===== config.mk =====
export PLATFORM = sky130hd
export DESIGN_NAME = rename_unit
export DESIGN_NICKNAME = d
export VERILOG_FILES = /design/src/rtl/rn_pkg.sv /design/src/rtl/rn_free_list.sv /design/src/rtl/rn_map_table.sv /design/src/rtl/rn_group_dep.sv /design/src/rtl/rename_unit.sv
export SDC_FILE = /design/constraint.sdc
export NUM_CORES = 2
export LEC_CHECK = 0
export BUFFER_PORTS_ARGS = -buffer_cell sky130_fd_sc_hd__buf_2
export CORE_ASPECT_RATIO = 1.75
export CORE_UTILIZATION = 27
export DETAILED_ROUTE_END_ITERATION = 8
export PLACE_DENSITY = 0.5
export SYNTH_ARGS = -nofsm -noshare
export SYNTH_HDL_FRONTEND = slang
export SYNTH_HIERARCHICAL = 1
export SYNTH_SLANG_ARGS = --single-unit

===== constraint.sdc =====
create_clock -name clk -period 6.9 [get_ports clk]
set_clock_uncertainty 0.05 [all_clocks]
set_input_delay 1.38 -clock clk [delete_from_list [all_inputs] [get_ports clk]]
set_output_delay 1.38 -clock clk [all_outputs]
set_load 0.005 [all_outputs]

===== src/rtl/rn_pkg.sv =====
package rn_pkg;
    typedef enum logic {
        REN_RUN  = 1'b0,
        REN_UNDO = 1'b1
    } rn_state_e;
endpackage


===== src/rtl/rn_free_list.sv =====
module rn_free_list #(
    parameter int NPHYS = 64,
    parameter int NARCH = 32,
    parameter int GROUP = 2,
    parameter int NPUSH = 2,
    localparam int PW    = $clog2(NPHYS),
    localparam int IW    = $clog2(NPHYS),
    localparam int CW    = IW + 1
) (
    input  logic                       clk,
    input  logic                       rst_n,
    input  logic [CW-1:0]              pop_n,
    input  logic [NPUSH-1:0]           push_vld,
    input  logic [NPUSH-1:0][PW-1:0]   push_reg,
    output logic [GROUP-1:0][PW-1:0]   peek,
    output logic [CW-1:0]              count
);
    localparam int DEPTH = NPHYS;
    localparam int INIT  = NPHYS - NARCH;

    logic [PW-1:0] mem_q [DEPTH];
    logic [IW-1:0] head_q, tail_q;
    logic [CW-1:0] cnt_q;
    logic [NPUSH-1:0][IW-1:0] widx;
    logic [CW-1:0] push_n;

    for (genvar g = 0; g < GROUP; g++) begin : g_peek
        assign peek[g] = mem_q[head_q + IW'(g)];
    end

    always_comb begin
        int off;
        off = 0;
        for (int p = 0; p < NPUSH; p++) begin
            widx[p] = tail_q + IW'(off);
            if (push_vld[p]) off++;
        end
        push_n = CW'(off);
    end

    always_ff @(posedge clk) begin
        if (!rst_n) begin
            for (int i = 0; i < DEPTH; i++)
                mem_q[i] <= (i < INIT) ? PW'(NARCH + i) : '0;
            head_q <= '0;
            tail_q <= IW'(INIT);
            cnt_q  <= CW'(INIT);
        end else begin
            for (int p = 0; p < NPUSH; p++)
                if (push_vld[p]) mem_q[widx[p]] <= push_reg[p];
            head_q <= head_q + IW'(pop_n);
            tail_q <= tail_q + IW'(push_n);
            cnt_q  <= cnt_q + push_n - pop_n;
        end
    end

    assign count = cnt_q;


    fl_no_underflow_chk: assert property (@(posedge clk) disable iff (!rst_n)
        pop_n <= cnt_q);


    fl_no_overflow_chk: assert property (@(posedge clk) disable iff (!rst_n)
        (int'(cnt_q) + int'(push_n) - int'(pop_n)) <= DEPTH);
endmodule


===== src/rtl/rn_map_table.sv =====
module rn_map_table #(
    parameter int NARCH = 32,
    parameter int NPHYS = 64,
    parameter int GROUP = 2,
    localparam int AW   = $clog2(NARCH),
    localparam int PW   = $clog2(NPHYS),
    localparam int NRD  = 3 * GROUP
) (
    input  logic                      clk,
    input  logic                      rst_n,
    input  logic [NRD-1:0][AW-1:0]    rd_idx,
    output logic [NRD-1:0][PW-1:0]    rd_val,
    input  logic [GROUP-1:0]          wr_en,
    input  logic [GROUP-1:0][AW-1:0]  wr_idx,
    input  logic [GROUP-1:0][PW-1:0]  wr_val,
    input  logic                      rb_en,
    input  logic [AW-1:0]             rb_idx,
    input  logic [PW-1:0]             rb_val
);
    logic [PW-1:0] map_q [NARCH];

    for (genvar k = 0; k < NRD; k++) begin : g_rd
        assign rd_val[k] = map_q[rd_idx[k]];
    end

    always_ff @(posedge clk) begin
        if (!rst_n) begin
            for (int i = 0; i < NARCH; i++) map_q[i] <= PW'(i);
        end else begin
            // later slots override earlier ones
            for (int i = 0; i < GROUP; i++)
                if (wr_en[i] && wr_idx[i] != '0) map_q[wr_idx[i]] <= wr_val[i];
            if (rb_en && rb_idx != '0) map_q[rb_idx] <= rb_val;
        end
    end


    rb_restore_chk: assert property (@(posedge clk) disable iff (!rst_n)
        (rb_en && rb_idx != '0) |=> map_q[$past(rb_idx)] == $past(rb_val));
endmodule


===== src/rtl/rn_group_dep.sv =====
module rn_group_dep #(
    parameter int GROUP = 2,
    parameter int AW    = 5,
    parameter int PW    = 6
) (
    input  logic [GROUP-1:0][AW-1:0] asrc1,
    input  logic [GROUP-1:0][AW-1:0] asrc2,
    input  logic [GROUP-1:0][AW-1:0] adst,
    input  logic [GROUP-1:0][PW-1:0] tbl_s1,
    input  logic [GROUP-1:0][PW-1:0] tbl_s2,
    input  logic [GROUP-1:0][PW-1:0] tbl_d,
    input  logic [GROUP-1:0]         alloc,
    input  logic [GROUP-1:0][PW-1:0] new_p,
    output logic [GROUP-1:0][PW-1:0] psrc1,
    output logic [GROUP-1:0][PW-1:0] psrc2,
    output logic [GROUP-1:0][PW-1:0] pold
);
    always_comb begin
        for (int i = 0; i < GROUP; i++) begin
            psrc1[i] = tbl_s1[i];
            psrc2[i] = tbl_s2[i];
            pold[i]  = tbl_d[i];
            // ascending scan: the youngest older writer wins
            for (int j = 0; j < i; j++) begin
                if (alloc[j] && adst[j] == asrc1[i]) psrc1[i] = new_p[j];
                if (alloc[j] && adst[j] == asrc2[i]) psrc2[i] = new_p[j];
                if (alloc[j] && adst[j] == adst[i])  pold[i]  = new_p[j];
            end
        end
    end
endmodule


===== src/rtl/rename_unit.sv =====
module rename_unit #(
    parameter int GROUP = 2,
    parameter int NARCH = 32,
    parameter int NPHYS = 64,
    localparam int AW   = $clog2(NARCH),
    localparam int PW   = $clog2(NPHYS),
    localparam int CW   = $clog2(NPHYS) + 1
) (
    input  logic                      clk,
    input  logic                      rst_n,
    input  logic [GROUP-1:0]          ren_valid,
    input  logic [GROUP-1:0]          ren_dst_we,
    input  logic [GROUP-1:0][AW-1:0]  ren_adst,
    input  logic [GROUP-1:0][AW-1:0]  ren_asrc1,
    input  logic [GROUP-1:0][AW-1:0]  ren_asrc2,
    output logic                      ren_ok,
    output logic [GROUP-1:0]          ren_alloc,
    output logic [GROUP-1:0][PW-1:0]  ren_pdst,
    output logic [GROUP-1:0][PW-1:0]  ren_psrc1,
    output logic [GROUP-1:0][PW-1:0]  ren_psrc2,
    output logic [GROUP-1:0][PW-1:0]  ren_old_pdst,
    input  logic                      cm_valid,
    input  logic                      cm_has_dst,
    input  logic [PW-1:0]             cm_old_pdst,
    input  logic                      rb_active,
    input  logic                      rb_valid,
    input  logic                      rb_has_dst,
    input  logic [AW-1:0]             rb_adst,
    input  logic [PW-1:0]             rb_pdst,
    input  logic [PW-1:0]             rb_old_pdst
);
    import rn_pkg::*;

    localparam int NRD = 3 * GROUP;

    rn_state_e state_q, state_d;

    logic [GROUP-1:0]          want, alloc;
    logic [CW-1:0]             need, fl_count, pop_n;
    logic [GROUP-1:0][PW-1:0]  fl_peek, new_p;
    logic [NRD-1:0][AW-1:0]    rd_idx;
    logic [NRD-1:0][PW-1:0]    rd_val;
    logic [GROUP-1:0][PW-1:0]  tbl_s1, tbl_s2, tbl_d;
    logic [1:0]                push_vld;
    logic [1:0][PW-1:0]        push_reg;

    // slot demand and free-list slice per slot
    always_comb begin
        int cnt;
        cnt = 0;
        for (int i = 0; i < GROUP; i++) begin
            want[i]  = ren_valid[i] && ren_dst_we[i] && (ren_adst[i] != '0);
            new_p[i] = fl_peek[cnt];
            if (want[i]) cnt++;
        end
        need = CW'(cnt);
    end

    // state register
    always_ff @(posedge clk) begin
        if (!rst_n) state_q <= REN_RUN;
        else        state_q <= state_d;
    end

    always_comb begin
        state_d = state_q;
        unique case (state_q)
            REN_RUN:  if (rb_active)  state_d = REN_UNDO;
            REN_UNDO: if (!rb_active) state_d = REN_RUN;
            default:  state_d = REN_RUN;
        endcase
    end

    // outputs of the control machine
    always_comb begin
        ren_ok = 1'b0;
        unique case (state_q)
            REN_RUN:  ren_ok = !rb_active && !rb_valid && (|ren_valid) && (fl_count >= need);
            REN_UNDO: ren_ok = 1'b0;
            default:  ren_ok = 1'b0;
        endcase
    end

    assign alloc     = want & {GROUP{ren_ok}};
    assign ren_alloc = alloc;
    assign pop_n     = ren_ok ? need : '0;

    for (genvar g = 0; g < GROUP; g++) begin : g_slot
        assign rd_idx[3*g]   = ren_asrc1[g];
        assign rd_idx[3*g+1] = ren_asrc2[g];
        assign rd_idx[3*g+2] = ren_adst[g];
        assign tbl_s1[g]     = rd_val[3*g];
        assign tbl_s2[g]     = rd_val[3*g+1];
        assign tbl_d[g]      = rd_val[3*g+2];
        assign ren_pdst[g]   = alloc[g] ? new_p[g] : '0;


        zero_src_chk: assert property (@(posedge clk) disable iff (!rst_n)
            (ren_asrc1[g] == '0) |-> (ren_psrc1[g] == '0));


        nonzero_pdst_chk: assert property (@(posedge clk) disable iff (!rst_n)
            ren_alloc[g] |-> (ren_pdst[g] != '0));
    end

    assign push_vld[0] = cm_valid && cm_has_dst;
    assign push_reg[0] = cm_old_pdst;
    assign push_vld[1] = rb_valid && rb_has_dst;
    assign push_reg[1] = rb_pdst;

    rn_free_list #(.NPHYS(NPHYS), .NARCH(NARCH), .GROUP(GROUP), .NPUSH(2)) u_free (
        .clk(clk), .rst_n(rst_n), .pop_n(pop_n),
        .push_vld(push_vld), .push_reg(push_reg),
        .peek(fl_peek), .count(fl_count)
    );

    rn_map_table #(.NARCH(NARCH), .NPHYS(NPHYS), .GROUP(GROUP)) u_map (
        .clk(clk), .rst_n(rst_n),
        .rd_idx(rd_idx), .rd_val(rd_val),
        .wr_en(alloc), .wr_idx(ren_adst), .wr_val(new_p),
        .rb_en(rb_valid && rb_has_dst), .rb_idx(rb_adst), .rb_val(rb_old_pdst)
    );

    rn_group_dep #(.GROUP(GROUP), .AW(AW), .PW(PW)) u_dep (
        .asrc1(ren_asrc1), .asrc2(ren_asrc2), .adst(ren_adst),
        .tbl_s1(tbl_s1), .tbl_s2(tbl_s2), .tbl_d(tbl_d),
        .alloc(alloc), .new_p(new_p),
        .psrc1(ren_psrc1), .psrc2(ren_psrc2), .pold(ren_old_pdst)
    );


    rollback_blocks_chk: assert property (@(posedge clk) disable iff (!rst_n)
        (rb_active || rb_valid) |-> !ren_ok);


    short_list_chk: assert property (@(posedge clk) disable iff (!rst_n)
        (fl_count == '0) |-> (ren_alloc == '0));
endmodule


==> summary.txt <==
Post-Syn Area: 48700 sq um
clock network power share: 34.3%
Design Area, Final: 53600 sq um
Worst R2R Path Depth: 10
post-CTS setup buffer count: 0
worst skew pair latency: 690 ps
Seq. cell area: 17700 sq um
clock sink count: 596
DRT Wirelength: 240 mm
final setup vio count: 0
die width: 323 um
Critical R2R Capture: u_map/map_q[2][1]$_DFFE_PP_
EDFF count, synth: 576
failing checks: design-rule violations
Final nets: 4144
Routed Antenna Nets: 0
Crit Path Class: flop to output pin
synthesis-to-finish area growth: 10.1%
RSZ-0062 raised after global routing: no
post-synthesis sequential area ratio: 36.3%
# IOs: 115
Max IR drop VDD: 0.156 mV
crit path launch type: flop
vias: 42.4k
Power Internal: 0.00692 W
WL/cell: 37.0 um
TNS Setup: 0 ps
Ys Warns: 6
Reg power frac: 38.8%
worst endpoint required time: 5470 ps
commonest cells after routing, fill and taps aside: 576 x edfxtp_1, 550 x mux4_2, 527 x nand2_1, 248 x nand3_1, 214 x nor2_1
proportion of layout cells with a drive suffix above 1: 26.5%
Synth async-reset ratio: 0%
initial antenna violation count: 23
total track usage: 25.9%
Worst slew margin: 9.48%
HP Class: flop to flop
multi-input logic area: 28600 sq um
placed instance count: 6362
PortBufs: 114
Sw Share: 36.7%
fin cells: 6490
CP arrival: 5160 ps
Cell Rows: 205
Max FO, Critical Path: 30
Clk Tree Root Cell: clkbuf_16
Hold Fails Final Rpt: 0
drt drc: 2
min Tclk post-route: 6590 ps
Synth area leader: edfxtp_1
FMAX: 0.152 GHz
core area: 179000 sq um
Slew @ Worst Pin: 1350 ps
pin count of the biggest net entering global routing: 69
CTS resizes: 0
# Max-Cap Violations: 0
hold wc startpoint: u_free/count[0]$_SDFF_PN0_
number of hold buffers added after CTS: 0
placed instance area: 51400 sq um
mean post-synth cell area: 11.5 sq um
Initial Util: 27.2%
global route total overflow: 0
Hold EP: u_free/count[0]$_SDFF_PN0_
Final GP Congestion: 1.03
Die Area: 182000 sq um
chip height: 564 um
reg-to-reg slack, setup: 830 ps
Power Dens Cells: 204 nW/um^2
commonest non-fill, non-tap cell in the layout: edfxtp_1
total CTS buffers: 67
initial DRC count: 5831
P_leak: 15.6 nW
TritonRoute pass-1 iters: 9
synth unique cells: 85
Syn Inst Count: 4251
H-tree level count: 3
Vias per Instance: 6.53
vias in the first global route: 41.4k
first-pass GRT wire length: 331 mm
Final Slew Violations: 0
hold slack: 559 ps
Clock transition at path regs: 90 ps
dpl hpwl: 168 mm
Synth Register Bits: 596
combinational share of power: 26.9%
ranking of synthesized cells by area: edfxtp_1 36%, mux4_2 25%, nand2_1 4.1%
hold depth: 2
CTS tree: built
net switching power: 0.00401 W
Synth Flop Type: edfxtp_1
CP endpoint kind: output pin
crit share post-route: 95.5%
R2R Path Start: u_free/head_q[0]$_SDFF_PN0_
FILL cells: 18.1k
Max clock buf depth: 3
status: finished, violations left
top-area cell type share of the netlist area: 35.5%
-- cells by family after synthesis --
logic type,after synthesis,share of synthesized area [%]
AOI/OAI and AO/OA,833,11.9
muxes,787,31.3
other,2,0.0154
adders and majority gates,29,0.807
and+or+nand+nor,1374,13.3
buffers and inverters,590,5.48
DFF,596,36.3
xor gates and xnor gates,40,0.789
-- power groups by stage --
stage	Sequential, W	Clock [W]	Combinational, W
after floorplan	0.00421	0	0.00152
after global placement	0.00430	0	0.00273
after detailed placement	0.00431	0	0.00274
after CTS	0.00423	0.00380	0.00274
after global routing	0.00424	0.00392	0.00295
final	0.00424	0.00375	0.00294
-- sequential cells by signal, indices dropped and copies added, names as in the netlist --
signal         cells
u_free/head_q      6
u_map/map_q      192
u_free/mem_q     384
u_free/tail_q      6
state_q            1
u_free/count       7
-- synthesized netlist by cell type (13+ instances only) --
master / count
xnor2_1: 16
o21ai_0: 144
o21ai_1: 23
a2111oi_0: 84
a21oi_1: 87
nor3b_1: 19
dfxtp_1: 20
ha_1: 25
a31oi_1: 112
mux4_2: 550
buf_2: 62
o22ai_1: 82
clkbuf_1: 388
nor3_1: 164
mux2i_1: 155
buf_4: 34
edfxtp_1: 576
nor2b_1: 15
o221ai_1: 16
nand2_2: 16
mux2_2: 45
o32ai_1: 80
xor2_1: 21
mux4_1: 16
inv_1: 29
nand2_1: 533
buf_1: 45
nand3b_1: 28
a22oi_1: 37
nor2_1: 214
o2111ai_1: 119
mux2_4: 13
nand3_1: 248
buf_6: 21
and2_1: 24
-- critical path, stage by stage, from the launching register on --
cell and delay (ps):
dfxtp_4 720, ha_4 540, buf_4 410, mux4_2 430
mux4_2 540, o2111ai_1 580, nand2_1 430, o2111ai_1 380
a211oi_1 180, buf_2 190
-- final cells by class --
| cell class | instances | area share (%) |
|---|---|---|
| Antenna cell | 9 | 0.0420 |
| Clock buffer | 73 | 3.17 |
| Clock inverter | 46 | 0.901 |
| Inverter | 32 | 0.224 |
| Multi-Input combinational cell | 3078 | 53.4 |
| Sequential cell | 596 | 33.0 |
| Tap cell | 2380 | 5.56 |
| Timing Repair Buffer | 276 | 3.72 |
-- per-stage QoR --
stage | util [%] | power [W] | worst slack (ps)
floorplan | - | 0.00573 | 1110
global placement | 28.7 | 0.00703 | 738
detailed placement | 28.8 | 0.00704 | 695
CTS | 30.0 | 0.0108 | 515
global route | 30.0 | 0.0111 | 427
finish | 30.0 | 0.0109 | 309
-- layer usage --
layer	up-vias	track usage, %	part of all wire, %
met5	-	0	0.052
met4	20	24.5	12
met3	1171	7.73	10
met2	3233	44.5	49
met1	21200	24.4	29
li1	16800	-	-
-- worst max-delay path by stage --
stage                                 from          endpoint  slack [ps]  depth (start not counted)
3_5_place_dp                   ren_adst[3]   ren_old_pdst[6]         700                         12
3_3_place_gp                   ren_adst[3]  ren_old_pdst[10]         740                         12
6_report       u_free/head_q[0]$_SDFF_PN0_       ren_pdst[7]         310                          9
5_1_grt        u_free/head_q[0]$_SDFF_PN0_      ren_pdst[11]         430                          9
2_1_floorplan                  ren_adst[3]  ren_old_pdst[10]        1110                         13
4_1_cts        u_free/head_q[0]$_SDFF_PN0_       ren_pdst[8]         510                          9
(Power assumes the default switching activity.)
